--- src/rtl/chan_pkg.sv ---
package chan_pkg;
  typedef struct packed {
    logic [3:0] dev;
    logic       exec_en;
    logic       binary;
    logic       start_left;
    logic       alternate;
    logic       dir_in;
    logic [2:0] pack;
  } link_cfg_t;

  typedef struct packed {
    logic xfer;
    logic disc_end;
    logic stop_sig;
    logic stop_cnt;
  } blk_opt_t;

  localparam int OPT_XFER = 16;
  localparam int OPT_DISC = 17;
  localparam int OPT_SSIG = 18;
  localparam int OPT_SCNT = 19;

  function automatic link_cfg_t decode_link(input logic [15:0] w);
    link_cfg_t c;
    c.dev        = w[7:4];
    c.exec_en    = w[8];
    c.binary     = w[9];
    c.start_left = w[10];
    c.alternate  = w[11];
    c.dir_in     = w[12];
    c.pack       = w[15:13];
    return c;
  endfunction
endpackage

--- src/rtl/chan_cmd.sv ---
module chan_cmd import chan_pkg::*; #(
  parameter int CHAN_ID  = 3,
  parameter int CONN_CYC = 4
) (
  input  logic        clk,
  input  logic        rst_n,
  input  logic        cmd_valid,
  input  logic [15:0] cmd_word,
  input  logic        blk_active,
  input  logic        blk_end,
  input  logic        disc_end,
  output logic        busy,
  output logic        connected,
  output link_cfg_t   cfg,
  output logic        sig_en,
  output logic        rdy_en,
  output logic        abort
);
  localparam int BW = $clog2(CONN_CYC + 1);

  logic            busy_q, busy_d, conn_q, conn_d, sig_q, sig_d, rdy_q, rdy_d;
  logic [BW-1:0]   bcnt_q, bcnt_d;
  link_cfg_t       cfg_q, cfg_d;
  logic            hit, is_ctrl, is_link;

  assign hit     = cmd_valid && (cmd_word[3:1] == 3'(CHAN_ID));
  assign is_ctrl = hit && (cmd_word[7:4] == 4'd0);
  assign is_link = hit && (cmd_word[7:4] != 4'd0) && cmd_word[0] && !busy_q && !blk_active;
  assign abort   = is_ctrl && (cmd_word[0] || cmd_word[15]);

  always_comb begin
    busy_d = busy_q;
    bcnt_d = bcnt_q;
    conn_d = conn_q;
    cfg_d  = cfg_q;
    sig_d  = sig_q;
    rdy_d  = rdy_q;
    if (busy_q) begin
      if (bcnt_q == BW'(1)) begin
        busy_d = 1'b0;
        conn_d = 1'b1;
      end else begin
        bcnt_d = bcnt_q - BW'(1);
      end
    end
    if (blk_end && disc_end) conn_d = 1'b0;
    if (is_link) begin
      busy_d = 1'b1;
      bcnt_d = BW'(CONN_CYC);
      conn_d = 1'b0;
      cfg_d  = decode_link(cmd_word);
    end
    if (is_ctrl) begin
      if (cmd_word[0]) begin
        busy_d = 1'b0;
        conn_d = 1'b0;
        sig_d  = 1'b0;
        rdy_d  = 1'b0;
      end
      if (cmd_word[15]) begin
        busy_d = 1'b0;
        conn_d = 1'b0;
      end
      if (cmd_word[11]) sig_d = 1'b0;
      if (cmd_word[12]) sig_d = 1'b1;
      if (cmd_word[13]) rdy_d = 1'b0;
      if (cmd_word[14]) rdy_d = 1'b1;
    end
  end

  always_ff @(posedge clk or negedge rst_n) begin
    if (!rst_n) begin
      busy_q <= 1'b0;
      bcnt_q <= '0;
      conn_q <= 1'b0;
      cfg_q  <= '0;
      sig_q  <= 1'b0;
      rdy_q  <= 1'b0;
    end else begin
      busy_q <= busy_d;
      bcnt_q <= bcnt_d;
      conn_q <= conn_d;
      cfg_q  <= cfg_d;
      sig_q  <= sig_d;
      rdy_q  <= rdy_d;
    end
  end

  assign busy      = busy_q;
  assign connected = conn_q;
  assign cfg       = cfg_q;
  assign sig_en    = sig_q;
  assign rdy_en    = rdy_q;
endmodule

--- src/rtl/chan_seq.sv ---
module chan_seq import chan_pkg::*; #(
  parameter int AW = 8,
  parameter int CW = 12
) (
  input  logic          clk,
  input  logic          rst_n,
  input  logic          ctl_valid,
  input  logic [31:0]   ctl_word,
  input  logic          link_ready,
  input  logic          start_left,
  input  logic          alternate,
  input  logic          dev_stb,
  input  logic          dev_end,
  input  logic          abort,
  output logic          active,
  output logic          xfer_step,
  output logic          blk_end,
  output logic          disc_end,
  output logic [AW-1:0] addr,
  output logic          half,
  output logic [CW-1:0] remain,
  output logic          irq_done,
  output logic          ctl_reject
);
  localparam int CNT_LSB = 32 - CW;

  logic          act_q, act_d, half_q, half_d, ph_q, ph_d, done_q, rej_q;
  logic [AW-1:0] addr_q, addr_d;
  logic [CW-1:0] cnt_q, cnt_d, cnt_after;
  blk_opt_t      opt_q, opt_d;
  logic          hold, step, word_done, accept;

  assign hold      = opt_q.stop_cnt && (cnt_q == '0);
  assign step      = act_q && dev_stb && !hold;
  assign word_done = step && (!alternate || ph_q);
  assign cnt_after = word_done ? cnt_q - CW'(1) : cnt_q;
  assign blk_end   = act_q && !abort &&
                     ((opt_q.stop_cnt && cnt_after == '0) || (opt_q.stop_sig && dev_end));
  assign accept    = ctl_valid && link_ready && !act_q;

  always_comb begin
    act_d  = act_q;
    addr_d = word_done ? addr_q + AW'(1) : addr_q;
    cnt_d  = cnt_after;
    half_d = (step && alternate) ? !half_q : half_q;
    ph_d   = (step && alternate) ? !ph_q : ph_q;
    opt_d  = opt_q;
    if (accept) begin
      act_d  = 1'b1;
      addr_d = ctl_word[AW-1:0];
      cnt_d  = ctl_word[CNT_LSB +: CW];
      half_d = !start_left;
      ph_d   = 1'b0;
      opt_d  = '{xfer: ctl_word[OPT_XFER], disc_end: ctl_word[OPT_DISC],
                 stop_sig: ctl_word[OPT_SSIG], stop_cnt: ctl_word[OPT_SCNT]};
    end
    if (abort) act_d = 1'b0;
    else if (blk_end) act_d = 1'b0;
  end

  always_ff @(posedge clk or negedge rst_n) begin
    if (!rst_n) begin
      act_q  <= 1'b0;
      addr_q <= '0;
      cnt_q  <= '0;
      half_q <= 1'b0;
      ph_q   <= 1'b0;
      opt_q  <= '0;
      done_q <= 1'b0;
      rej_q  <= 1'b0;
    end else begin
      act_q  <= act_d;
      addr_q <= addr_d;
      cnt_q  <= cnt_d;
      half_q <= half_d;
      ph_q   <= ph_d;
      opt_q  <= opt_d;
      done_q <= blk_end;
      rej_q  <= ctl_valid && !accept;
    end
  end

  assign active     = act_q;
  assign xfer_step  = step && opt_q.xfer;
  assign disc_end   = opt_q.disc_end;
  assign addr       = addr_q;
  assign half       = half_q;
  assign remain     = cnt_q;
  assign irq_done   = done_q;
  assign ctl_reject = rej_q;
endmodule

--- src/rtl/chan_port.sv ---
module chan_port #(
  parameter int DW = 16
) (
  input  logic          xfer_step,
  input  logic          dir_in,
  input  logic          exec_en,
  input  logic [DW-1:0] dev_in_data,
  input  logic          dev_in_exec,
  input  logic [DW-1:0] mem_rdata,
  input  logic          mem_rexec,
  output logic          mem_we,
  output logic          mem_re,
  output logic [DW-1:0] mem_wdata,
  output logic          mem_wexec,
  output logic          dev_out_valid,
  output logic [DW-1:0] dev_out_data,
  output logic          dev_out_exec
);
  assign mem_we        = xfer_step && dir_in;
  assign mem_re        = xfer_step && !dir_in;
  assign mem_wdata     = mem_we ? dev_in_data : '0;
  assign mem_wexec     = mem_we && exec_en && dev_in_exec;
  assign dev_out_valid = mem_re;
  assign dev_out_data  = mem_re ? mem_rdata : '0;
  assign dev_out_exec  = mem_re && exec_en && mem_rexec;
endmodule

--- src/rtl/blk_chan.sv ---
module blk_chan import chan_pkg::*; #(
  parameter int CHAN_ID  = 3,
  parameter int AW       = 8,
  parameter int CW       = 12,
  parameter int DW       = 16,
  parameter int CONN_CYC = 4
) (
  input  logic          clk,
  input  logic          rst_n,
  input  logic          cmd_valid,
  input  logic [15:0]   cmd_word,
  input  logic          ctl_valid,
  input  logic [31:0]   ctl_word,
  input  logic          dev_stb,
  input  logic          dev_end,
  input  logic [DW-1:0] dev_in_data,
  input  logic          dev_in_exec,
  output logic          dev_out_valid,
  output logic [DW-1:0] dev_out_data,
  output logic          dev_out_exec,
  output logic          mem_we,
  output logic          mem_re,
  output logic [AW-1:0] mem_addr,
  output logic          mem_half,
  output logic [DW-1:0] mem_wdata,
  output logic          mem_wexec,
  input  logic [DW-1:0] mem_rdata,
  input  logic          mem_rexec,
  output logic          busy,
  output logic          connected,
  output logic          active,
  output logic [3:0]    cfg_dev,
  output logic          cfg_binary,
  output logic [2:0]    cfg_pack,
  output logic [CW-1:0] remain_cnt,
  output logic          irq_done,
  output logic          irq_sig,
  output logic          irq_rdy,
  output logic          ctl_reject
);
  logic [1:0] rst_sync_q;
  logic       rst_int_n;

  always_ff @(posedge clk or negedge rst_n) begin
    if (!rst_n) rst_sync_q <= 2'b00;
    else        rst_sync_q <= {rst_sync_q[0], 1'b1};
  end
  assign rst_int_n = rst_sync_q[1];

  link_cfg_t cfg;
  logic      sig_en, rdy_en, abort, blk_end, disc_end, xfer_step;

  chan_cmd #(.CHAN_ID(CHAN_ID), .CONN_CYC(CONN_CYC)) u_cmd (
    .clk(clk), .rst_n(rst_int_n), .cmd_valid(cmd_valid), .cmd_word(cmd_word),
    .blk_active(active), .blk_end(blk_end), .disc_end(disc_end),
    .busy(busy), .connected(connected), .cfg(cfg), .sig_en(sig_en),
    .rdy_en(rdy_en), .abort(abort)
  );

  chan_seq #(.AW(AW), .CW(CW)) u_seq (
    .clk(clk), .rst_n(rst_int_n), .ctl_valid(ctl_valid), .ctl_word(ctl_word),
    .link_ready(connected && !busy), .start_left(cfg.start_left),
    .alternate(cfg.alternate), .dev_stb(dev_stb), .dev_end(dev_end),
    .abort(abort), .active(active), .xfer_step(xfer_step), .blk_end(blk_end),
    .disc_end(disc_end), .addr(mem_addr), .half(mem_half), .remain(remain_cnt),
    .irq_done(irq_done), .ctl_reject(ctl_reject)
  );

  chan_port #(.DW(DW)) u_port (
    .xfer_step(xfer_step), .dir_in(cfg.dir_in), .exec_en(cfg.exec_en),
    .dev_in_data(dev_in_data), .dev_in_exec(dev_in_exec),
    .mem_rdata(mem_rdata), .mem_rexec(mem_rexec), .mem_we(mem_we),
    .mem_re(mem_re), .mem_wdata(mem_wdata), .mem_wexec(mem_wexec),
    .dev_out_valid(dev_out_valid), .dev_out_data(dev_out_data),
    .dev_out_exec(dev_out_exec)
  );

  assign cfg_dev    = cfg.dev;
  assign cfg_binary = cfg.binary;
  assign cfg_pack   = cfg.pack;
  assign irq_sig    = sig_en && dev_end;
  assign irq_rdy    = rdy_en && connected && !busy && !active;
endmodule

--- config.mk ---
export PLATFORM = sky130hd
export DESIGN_NAME = blk_chan
export DESIGN_NICKNAME = d
export VERILOG_FILES = /design/src/rtl/chan_pkg.sv /design/src/rtl/chan_cmd.sv /design/src/rtl/chan_seq.sv /design/src/rtl/chan_port.sv /design/src/rtl/blk_chan.sv
export SDC_FILE = /design/constraint.sdc
export NUM_CORES = 1
export LEC_CHECK = 0
export BUFFER_PORTS_ARGS = -buffer_cell sky130_fd_sc_hd__buf_2
export CORE_MARGIN = 8
export CORE_UTILIZATION = 40
export DETAILED_ROUTE_END_ITERATION = 8
export MAX_ROUTING_LAYER = met4
export PLACE_DENSITY = 0.73
export SLEW_MARGIN = 30
export SYNTH_ARGS = -nofsm -noshare
export SYNTH_HDL_FRONTEND = slang
export SYNTH_SLANG_ARGS = --single-unit
--- constraint.sdc ---
create_clock -name clk -period 2.2 [get_ports clk]
set_input_delay 0.33 -clock clk [delete_from_list [all_inputs] [get_ports clk]]
set_output_delay 0.33 -clock clk [all_outputs]
set_load 0.1 [all_outputs]
# ---- Yosys cells after proc, flatten, opt, wreduce, memory -nomap -nowiden
# Cells that the tools add are included.
dict set report op_classes {
  addsub 3
  n_eq_ne 3
  mux 34
  reduce_logical 58
}
# operator count
set ops {}
lappend ops {{1-bit logical AND} 32}
lappend ops {{16-bit two-way mux} 2}
lappend ops {{1-bit two-way mux} 25}
lappend ops {{12-bit zero test} 2}
lappend ops {{12-bit two-way mux} 2}
lappend ops {{8-bit two-way mux} 2}
lappend ops {{12-bit by 1-bit subtractor with 12-bit output, second input constant} 1}
lappend ops {{1-bit zero test} 10}
lappend ops {{3-bit two-way mux} 3}
lappend ops {{3-bit nonzero test} 3}
lappend ops {{8-bit by 1-bit adder with 8-bit output, second input constant} 1}
lappend ops {{2-bit AND reduction} 3}
lappend ops {{2-bit nonzero test} 3}
lappend ops {{4-bit zero test} 1}
lappend ops {{4-bit nonzero test} 1}
lappend ops {{3-bit by 1-bit == test with 1-bit output, second input constant} 1}
lappend ops {{3-bit by 2-bit == test with 1-bit output, second input constant} 1}
lappend ops {{1-bit logical OR} 3}
lappend ops {{3-bit by 1-bit subtractor with 3-bit output, second input constant} 1}
lappend ops {{2-bit by 1-bit != test with 1-bit output, second input constant} 1}
dict set report totals {
  ff_bits 50
  word_cells 122
}

# ---- Longest topological paths before layout
dict set report logic_depth {
  word_depth 16
  mapped_depth 9
  mapped_depth_nobuf 8
}

# ---- Cells and area by module
# Synthesis repeated with hierarchy kept, for this count alone.
dict set report unflattened {
  cells_unflattened 320
  hier_area_um2 3079.2
}
# module n_inst cells_each area_each_um2 seq_area_each_um2
set by_module_without_submodules {}
lappend by_module_without_submodules {chan_seq 1 205 1759.2 725.7}
lappend by_module_without_submodules {chan_cmd 1 66 917.1 475.5}
lappend by_module_without_submodules {chan_port 1 43 321.6 0.0}
lappend by_module_without_submodules {blk_chan 1 6 81.3 50.0}

# ---- Least setup slack after synthesis
# No wires, ideal clock.
dict set report synth_timing {
  path_type {reg2out}
  startpoint {register u_seq.cnt_q[0] (netlist: u_seq.remain[0])}
  endpoint {output dev_out_data[10]}
  arrival_time_ns 3.957
  required_time_ns 1.870
  slack_ns -2.087
  path_stages_with_launch 9
  n_path_buf 1
  path_cell_list {dfrtp_1 inv_1 ha_1 and3b_1 nand4_2 nand3_1 nor2_1 clkbuf_1 and2_1}
}
dict set report synth_between {
  elab_chain_cells 7
}
# item line
set synth_lines {}
lappend synth_lines {{start: declaration} chan_seq.sv:29} ;# logic [CW-1:0] cnt_q, cnt_d, cnt_after;
lappend synth_lines {{start signal: assignment} chan_seq.sv:74} ;# cnt_q <= cnt_d;
lappend synth_lines {{12-bit zero test} chan_seq.sv:33} ;# assign hold = opt_q.stop_cnt && (cnt_q == '0);
lappend synth_lines {{1-bit logical AND} chan_seq.sv:33}
lappend synth_lines {{1-bit zero test} chan_seq.sv:34} ;# assign step = act_q && dev_stb && !hold;
lappend synth_lines {{1-bit logical AND} chan_seq.sv:34}
lappend synth_lines {{1-bit logical AND} chan_seq.sv:84} ;# assign xfer_step = step && opt_q.xfer;
lappend synth_lines {{1-bit logical AND} chan_port.sv:20} ;# assign mem_re = xfer_step && !dir_in;
lappend synth_lines {{via dev_out_valid} blk_chan.sv:18} ;# output logic dev_out_valid,
lappend synth_lines {{16-bit two-way mux} chan_port.sv:24} ;# assign dev_out_data = mem_re ? mem_rdata : '0;
lappend synth_lines {{end: declaration} blk_chan.sv:19} ;# output logic [DW-1:0] dev_out_data,
# The timed path passes the listed nets, and every way through them passes these cells.

# ---- Worst setup path after layout
dict set report layout_timing {
  startpoint {register u_seq.cnt_q[0] (netlist: u_seq.remain[0])}
  endpoint {output mem_wexec}
}
dict set report layout_between {
  elab_chain_cells 8
}
# item line
set layout_lines {}
lappend layout_lines {{12-bit zero test} chan_seq.sv:33}
lappend layout_lines {{1-bit logical AND} chan_seq.sv:33}
lappend layout_lines {{1-bit zero test} chan_seq.sv:34}
lappend layout_lines {{1-bit logical AND} chan_seq.sv:34}
lappend layout_lines {{1-bit logical AND} chan_seq.sv:84}
lappend layout_lines {{1-bit logical AND} chan_port.sv:19} ;# assign mem_we = xfer_step && dir_in;
lappend layout_lines {{1-bit logical AND (2 in a row)} chan_port.sv:22} ;# assign mem_wexec = mem_we && exec_en && dev_in_exec;
lappend layout_lines {{end: declaration} blk_chan.sv:26} ;# output logic mem_wexec,
# No other way between the ends.

==> metrics.txt <==
CP dominant cell by count buf_12; Slowest-stage cell, CP dfrtp_4; # clock sinks 50; die area between 10000 and 15000 µm²; Crit Path Category reg2out; number of flops mapped to enable cells by yosys 0; LEAKAGE between 2 and 2.5 nW; DP Wirelength a little under 8000 µm; largest net degree at the start of global routing 35; Tmin final roughly 2.3 ns; vias in the first global route about 3200; CTS tree done; initial antenna violation count 0; DP Cell Count approximately 580; maximum fanout along the worst path 18; PortBufs 152; global-route wire length before repair roughly 15000 µm; CP max stage delay about 0.44 ns; CTS Buffer Depth 2; post-synth top area cell dfrtp_1; GRT Residual Overflow 0; endpoint class of the critical path output port; status complete, but fails checks; core footprint around 7100 µm²; root buf cell clkbuf_8; P_sw approximately 4.4 mW; Placer Congestion 0.9108; Max IR drop VDD between 0.0008 and 0.0009 V; RSZ-0062 raised after global routing true; Finished Layout Cells between 500 and 600; Pint between 3 and 4 mW; logic gate share of total power 0.690; antenna cells 0; largest cells by area after synthesis dfrtp_1 43%, and2_1 7.8%, nand2_1 5.6%; area delta synth->final 71.09%; dominant synthesized flop cell dfrtp_1; CP startpoint kind flop; fmax about 430 MHz; Max-slew headroom 0.6383; DRT Pass-1 Iters 4; gr usage total 0.1963; max cap viols 0; number of remaining DRC errors 0; Mapped Nets around 400; pwr dens around 1500 nW/µm²; reg2reg start u_seq.remain[1]; Seq cells post-synth 50; mean post-synth cell area a little over 9 µm²; die height about 100 µm; via count just under 3000; crit share post-route 1.066; Hold WC Path Type in2reg; wire per inst between 15 and 20 µm; fin nets ~600; CP Launch Point u_seq.remain[0]; post-synth top area share 0.4327; Rows 31; DRT antenna net count 0; Mapped Cells approximately 310; clk_lat worst skew around 0.3 ns; Post-synth top cells 50 x dfrtp_1, 43 x nand2_1, 36 x and2_1, 28 x nor2_1, 22 x o21ai_0; Switching Share 0.5905; skew final about 0.012 ns; Yosys Warn Count 0; Setup violations, final 39; Slew Limit Fails 0; Final WS setup -0.1460 ns; Clk pin slew, worst setup/hold paths approximately 0.090 ns; mapped cell area 2892 µm²; drt first-iter violations between 90 and 100; Seq pwr share 0.235; share of layout cells above drive strength 1 0.5780; failing checks negative setup slack; Hold Vio Cnt, Final 0; Least-Margin Pin Slew around 0.54 ns; CP arrival roughly 2.0 ns; hold_sp ctl_word[18]; register area share after synthesis 0.4327; Clk network pwr share 0.075; share of synthesized flip-flops with an asynchronous set or reset 1.000; Starting Density 0.4052; CTS Buf Count 5; critical path, cell by cell inv_4 -> ha_4 -> and3b_2 -> nand4_4 -> nand3_4 -> nor2_4 -> buf_12 -> and3_4 -> buf_12; Pwr Total between 7 and 8 mW; H-tree levels 2; Yosys cell types 57; fillers between 500 and 600; WL final ~9900 µm; most common cell in the netlist dfrtp_1; via density per instance between 4 and 5; io pins 161; Critical Path RT roughly 1.9 ns; DIE WIDTH 101.0 µm
power by group through the flow:
stage	Combinational, mW	Clock [mW]	Sequential (mW)
after floorplan	1.67	0	3.79
final	5.18	0.561	1.76
after CTS	5.08	0.575	1.75
after global placement	4.84	0	1.75
after detailed placement	4.89	0	1.78
after global routing	5.43	0.613	1.83
repair_timing:
item | 4_1_cts | 5_1_grt
setup buffers | 10 | 4
hold buffers | 1 | 0
setup endpoints to repair | 40 | 40
pin swaps | 9 | 6
resized for setup | 17 | 13
endpoints found under the hold margin | 2 | 0
area by class of cell:
class	count	area, µm²	share of cell area
Multi-Input combinational cell	240	1727	0.3490
Tap cell	99	123.9	0.02504
Sequential cell	50	1280	0.2587
Clock buffer	8	90.09	0.01821
Inverter	10	42.54	0.008599
Timing Repair Buffer	192	1684	0.3404
flip-flops by register name, indices dropped and copies added (netlist names), 2 cells and up:
register and flops:
u_seq.remain 12, u_cmd.bcnt_q 3, u_seq.addr 8, rst_sync_q 2
u_seq.opt_q 3, u_cmd.cfg 12
cell families (layout without fill, tap and decap cells):
kind of cell,count (synthesis),in the layout,share of synthesized area
flip-flops,50,50,0.4327
buffers and inverters,23,210,0.03678
XOR/XNOR,18,18,0.05452
adder cells (fa/ha/maj),5,5,0.02164
AO/OA/AOI/OAI,51,51,0.1134
AND/OR/NAND/NOR,154,154,0.2969
multiplexers,11,11,0.04284
other,1,1,0.001297
per-layer routing:
layer  wire (µm)  track usage  share of wire
met1        3891       0.2205           0.39
met2        5187       0.3367           0.52
met3         635      0.05180          0.064
met4         183      0.05384          0.018
met5           0            -              0
cells in the final DEF (no fill, tap or decap), types with 3 or more instances in the layout:
cell,Yosys,final
dfrtp_2,0,11
dfrtp_4,0,4
a31oi_1,3,3
dfrtp_1,50,35
and2_4,0,32
xor2_1,10,10
a21oi_1,10,10
nor2_1,28,26
o21ai_0,22,22
and3_1,6,4
inv_1,10,8
nand2_1,43,43
and3_4,1,3
buf_2,1,115
mux2_2,11,11
ha_1,5,3
nand3_1,5,4
and2_1,36,4
buf_4,1,31
buf_6,2,4
nand4_1,4,4
clkbuf_8,0,6
xnor2_1,8,8
buf_12,0,41
through the flow:
stage	util	setup TNS [ns]	worst slack [ns]	cell area, µm²	hold slack [ns]
global placement	0.6476	-0.3285	-0.05643	4622	0.1173
detailed placement	0.6476	-2.012	-0.1406	4622	0.1190
finish	0.6932	-4.048	-0.1460	4947	0.2126
CTS	0.6816	-4.706	-0.1772	4865	0.2064
floorplan	-	-4.884	-0.1871	3079	0.03441
global route	0.6932	-7.632	-0.2237	4947	0.2118
critical path, delay by kind of cell (launching register included):
family / cells / cell delay, ns
adder cells (fa/ha/maj): 1 / 0.15
flip-flops: 1 / 0.44
buffers and inverters: 3 / 0.36
AND/OR/NAND/NOR: 5 / 0.76
path summary, 6_finish.rpt:
kind | to | slack, ns | cells after the start
hold reg to reg | u_seq.ph_q | 0.24 | 0
min in group asynchronous | u_seq.ph_q | 0.24 | 0
max in group asynchronous | u_seq.active | 1.42 | 1
setup / recovery | mem_wexec | -0.15 | 9
hold / removal | u_seq.opt_q[1] | 0.21 | 3
setup reg to reg | u_cmd.connected | -0.09 | 10
No activity file was read; power rests on OpenSTA's default activity.
